==> src/rtl/bus_arb4.sv <==
module bus_arb4 #(
  parameter int NREQ = 4,
  parameter int MW   = 2
) (
  input  logic            clk,
  input  logic            rst_n,
  input  logic            soft_rst,
  input  logic            cfg_we,
  input  logic [MW-1:0]   cfg_mode,
  input  logic [NREQ-1:0] req,
  input  logic [NREQ-1:0] off,
  input  logic            xfer_done,
  output logic [NREQ-1:0] gnt,
  output logic [MW-1:0]   cur_mode
);
  localparam int IW = $clog2(NREQ);

  logic [NREQ-1:0] gnt_q, pick, flat;
  logic [MW-1:0]   mode_q;
  logic [IW-1:0]   last_q;
  logic            pair_hi_q, pair_lo_q;

  wire [NREQ-1:0] act  = req & ~off;
  wire            busy = |gnt_q;
  wire            keep = |(gnt_q & act) && !xfer_done;

  always_comb begin
    flat = '0;
    for (int k = 1; k <= NREQ; k++) begin
      logic [IW-1:0] idx;
      idx = last_q + IW'(k);
      if (act[idx] && flat == '0) flat[idx] = 1'b1;
    end
  end

  always_comb begin
    pick = '0;
    case (mode_q)
      2'b00: pick = act[0] ? 4'b0001 : flat;
      2'b01: pick = act[1] ? 4'b0010 : flat;
      2'b10: begin
        if (|act[3:2])
          pick = (act[2] && (pair_hi_q || !act[3])) ? 4'b0100 : 4'b1000;
        else if (|act[1:0])
          pick = (act[0] && (pair_lo_q || !act[1])) ? 4'b0001 : 4'b0010;
      end
      default: pick = flat;
    endcase
  end

  always_ff @(posedge clk or negedge rst_n) begin
    if (!rst_n) begin
      gnt_q     <= '0;
      mode_q    <= 2'b11;
      last_q    <= IW'(NREQ - 1);
      pair_hi_q <= 1'b1;
      pair_lo_q <= 1'b1;
    end else begin
      if (cfg_we) mode_q <= cfg_mode;
      if (soft_rst) begin
        gnt_q     <= '0;
        last_q    <= IW'(NREQ - 1);
        pair_hi_q <= 1'b1;
        pair_lo_q <= 1'b1;
      end else if (busy) begin
        if (!keep) gnt_q <= '0;
      end else if (|pick) begin
        gnt_q  <= pick;
        last_q <= {pick[3] | pick[2], pick[3] | pick[1]};
        if (pick[2]) pair_hi_q <= 1'b0;
        if (pick[3]) pair_hi_q <= 1'b1;
        if (pick[0]) pair_lo_q <= 1'b0;
        if (pick[1]) pair_lo_q <= 1'b1;
      end
    end
  end

  assign gnt      = gnt_q;
  assign cur_mode = mode_q;
endmodule


==> config.mk <==
export PLATFORM = sky130hd
export DESIGN_NAME = bus_arb4
export DESIGN_NICKNAME = d
export VERILOG_FILES = /design/src/rtl/bus_arb4.sv
export SDC_FILE = /design/constraint.sdc
export NUM_CORES = 1
export LEC_CHECK = 0
export ABC_AREA = 1
export CORE_MARGIN = 2
export CORE_UTILIZATION = 52
export CTS_CLUSTER_SIZE = 24
export DETAILED_ROUTE_END_ITERATION = 12
export PLACE_DENSITY_LB_ADDON = 0.05
export SETUP_SLACK_MARGIN = 0.1
export SLEW_MARGIN = 25
export SYNTH_ARGS = -nofsm -noshare
export SYNTH_HDL_FRONTEND = slang
export SYNTH_SLANG_ARGS = --single-unit
==> constraint.sdc <==
create_clock -name clk -period 3.4 [get_ports clk]
set_clock_uncertainty 0.15 [all_clocks]
set_input_delay 0.68 -clock clk [delete_from_list [all_inputs] [get_ports clk]]
set_output_delay 0.68 -clock clk [all_outputs]
set_load 0.02 [all_outputs]
==> summary.md <==
| Metric | Value |
|---|---|
| Cell variety after synth | 22 |
| Maximum vdd drop | 0.6125 mV |
| Clk_lat worst skew | 0.26 ns |
| Relative slew slack | 71.00% |
| Worst setup margin | 0.3906 ns |
| Met2 routed wirelength | 1428 um |
| Post-Synth Simple-Gate Area | 51.93% |
| Std-Cell Core Area | 2170 sq um |
| Yosys warning count | 0 |
| Nature of the critical path startpoint | input pin |
| Syn_nets | 208 |
| Initial drt markers | 27 |
| Die width | 51.41 um |
| Complex-gate fraction of the synthesized area | 8.565% |
| Number of global-route vias before repair | 1158 |
| Mapped cell area | 1169 sq um |
| Cell row count | 17 |
| Die area | 2642 sq um |
| Worst Hold Class | reg -> reg |
| Commonest non-fill, non-tap cell in the layout | nand2_1 |
| Largest family of logic cells by synthesized area | simple AND/OR/NAND/NOR gates |
| CTS H-tree lvls | 1 |
| Final setup violating endpoints | 0 |
| Io pins | 21 |
| CTS tree | built |
| All-Layer GR Usage | 22.87% |
| Largest net degree at the start of global routing | 11 |
| # Max-Cap Violations | 0 |
| GPL Wtd Cong | 0.9079 |
| Lkg Pwr | 0.7606 nW |
| Setup crit end kind | flop |
| Top sig layer | met4 |
| Syn Area/Cell | 6.283 sq um |
| Status | finished clean |
| Post-Synth XOR/XNOR Area | 0% |
| Crit path required time | 3.46 ns |
| Register area share after synthesis | 22.06% |
| Final min period | 3.009 ns |
| N_diodes | 0 |
| Starting Density | 53.86% |
| Max FO, Critical Path | 5 |
| PortBufs | 20 |
| Mux cell area share after synthesis | 0% |
| Fin Setup TNS | 0 ns |
| Detailed placement HPWL | 2235 um |
| Cell count after synthesis | 186 |
| Total congestion overflow | 0 |
| DRT antenna net count | 0 |
| First-pass GRT wire length | 4616 um |
| CTS Buf Count | 3 |
| F_max | 332.3 MHz |
| Fin. Hold Viols | 0 |
| Root Driver | clkbuf_4 |
| RSZ-0062 raised after global routing | false |
| Layout cells sized above 1 | 20.28% |
| WL met1 | 1171 um |
| Clock sinks | 10 |
| Detail Route met3 WL | 80 um |
| Chip Height | 51.41 um |
| CP Data Arrival Time | 3.07 ns |
| Clk slew on worst S/H paths | 0.06 ns |
| # nets final | 236 |
| Period utilization | 88.51% |
| Clock buffer depth | 2 |
| Number of vias per cell | 5.167 |
| Via Count | 1240 |
| #FFs+latches synth | 10 |
| Initial antenna violation count | 0 |
| DRC | 0 |
| Register-to-register setup slack | 0.41 ns |
| Worst slew pin tran | 0.4336 ns |
| Hold buffer count at cts | 0 |
| PD cells | 944.4 nW/um^2 |
| Post-Route WL | 2722 um |
| Avg WL per Cell | 11.34 um |
| Drt first pass iters | 4 |
| Setup CP Type | in -> reg |
| Post-synthesis to final-layout area growth | 25.05% |
| Commonest non-fill, non-tap cells in the layout | nand2_1, inv_1, nand3_1 |
| Synth Area in Adders | 7.495% |
| Slew Viols, Final | 0 |
| Dpl ws | 0.1639 ns |
layer usage:
metal  global-route usage [%]  vias to the layer above
met5                        0                        -
met4                    9.649                        0
met3                    1.170                        6
met2                    43.80                       26
met1                    25.77                      560
li1                         -                      648
area by class of cell:
class | instances | area [sq um]
multi-input combinational | 145 | 807.0
fill | 201 | 708.2
sequential | 10 | 257.7
timing repair buffer | 23 | 222.7
inverter | 31 | 116.4
tap | 28 | 35.03
clock buffer | 3 | 22.52
synthesized netlist by cell type:
library cell   n  area share [%]
o21ai_1        2            0.86
o21ai_0        9             3.9
nor2_4         3             2.9
nand2_4        1            0.96
a211oi_1       1            0.64
a21oi_1        2            0.86
nor2_1        10             3.2
inv_2          5             1.6
nor2_2         3             1.6
nand2_1       59              19
a31oi_1        1            0.54
o31ai_4        1             1.8
ha_1           7             7.5
inv_1         26             8.4
nand2_2        9             4.8
nand4_1        1            0.54
nor3_1         2            0.86
nand3_1       25              11
nor4_1         1            0.54
nand3_2        8             6.9
dfstp_2        6              13
dfrtp_1        4             8.6
state kept, by name, summed over array words and instances, names as in the netlist:
signal and count:
cur_mode 2, gnt 4, last_q 2, pair_hi_q 1, pair_lo_q 1
metrics by stage:
step	std cells	hold slack, ns	util [%]	total power [W]	instance area (sq um)
after floorplan	186	0.2344	-	0.001028	1169
after global placement	234	0.3052	64.71	0.001227	1404
after detailed placement	234	0.3170	64.71	0.001256	1404
after CTS	237	0.3246	65.74	0.001343	1426
after global routing	240	0.3410	67.36	0.001524	1461
final	240	0.3221	67.36	0.001380	1461
report_power, final:
part | switching, W | internal, W
Clock | 0.0000362 | 0.0000407
Combinational | 0.000661 | 0.000398
Sequential | 0.0000608 | 0.000183
Total | 0.000758 | 0.000622
worst max-delay path, cell delays in order:
cell,delay [ns]
clkdlybuf4s50_1,0.55
nand3_2,0.13
nand2_1,0.09
nand2_1,0.06
nand2_2,0.11
o31ai_4,0.10
nand3_1,0.11
nand2_2,0.08
nor2_2,0.16
nand3_1,0.10
nand2_2,0.11
nor2_4,0.06
nand3_1,0.06
nand2_1,0.05
nand2_1,0.07
nand2_2,0.07
nor2_2,0.15
nand3_1,0.11
nand2_1,0.09
nand2_1,0.05
nand2_1,0.06
repair_timing:
action,4_1_cts,5_1_grt
buffers inserted,0,3
endpoints found under the setup margin,0,7
gates resized for setup,0,1
path summary, 6_finish.rpt:
check                               start   endpoint  depth (start not counted)
worst min-delay path            pair_hi_q  pair_hi_q                          2
worst max register to register  last_q[1]  last_q[1]                         22
worst max-delay path               req[1]  last_q[1]                         21
worst min register to register  pair_hi_q  pair_hi_q                          2
max in group asynchronous           rst_n  pair_lo_q                          1
min in group asynchronous           rst_n     gnt[3]                          1
cells by family (layout without fill, tap and decap cells):
family                     after synthesis  count (layout)
and+or+nand+nor                        122             122
buffers and inverters                   31              57
AOI/OAI and AO/OA                       16              16
DFF                                     10              10
adders and majority gates                7               7
Power figures use the tool's default switching activity.
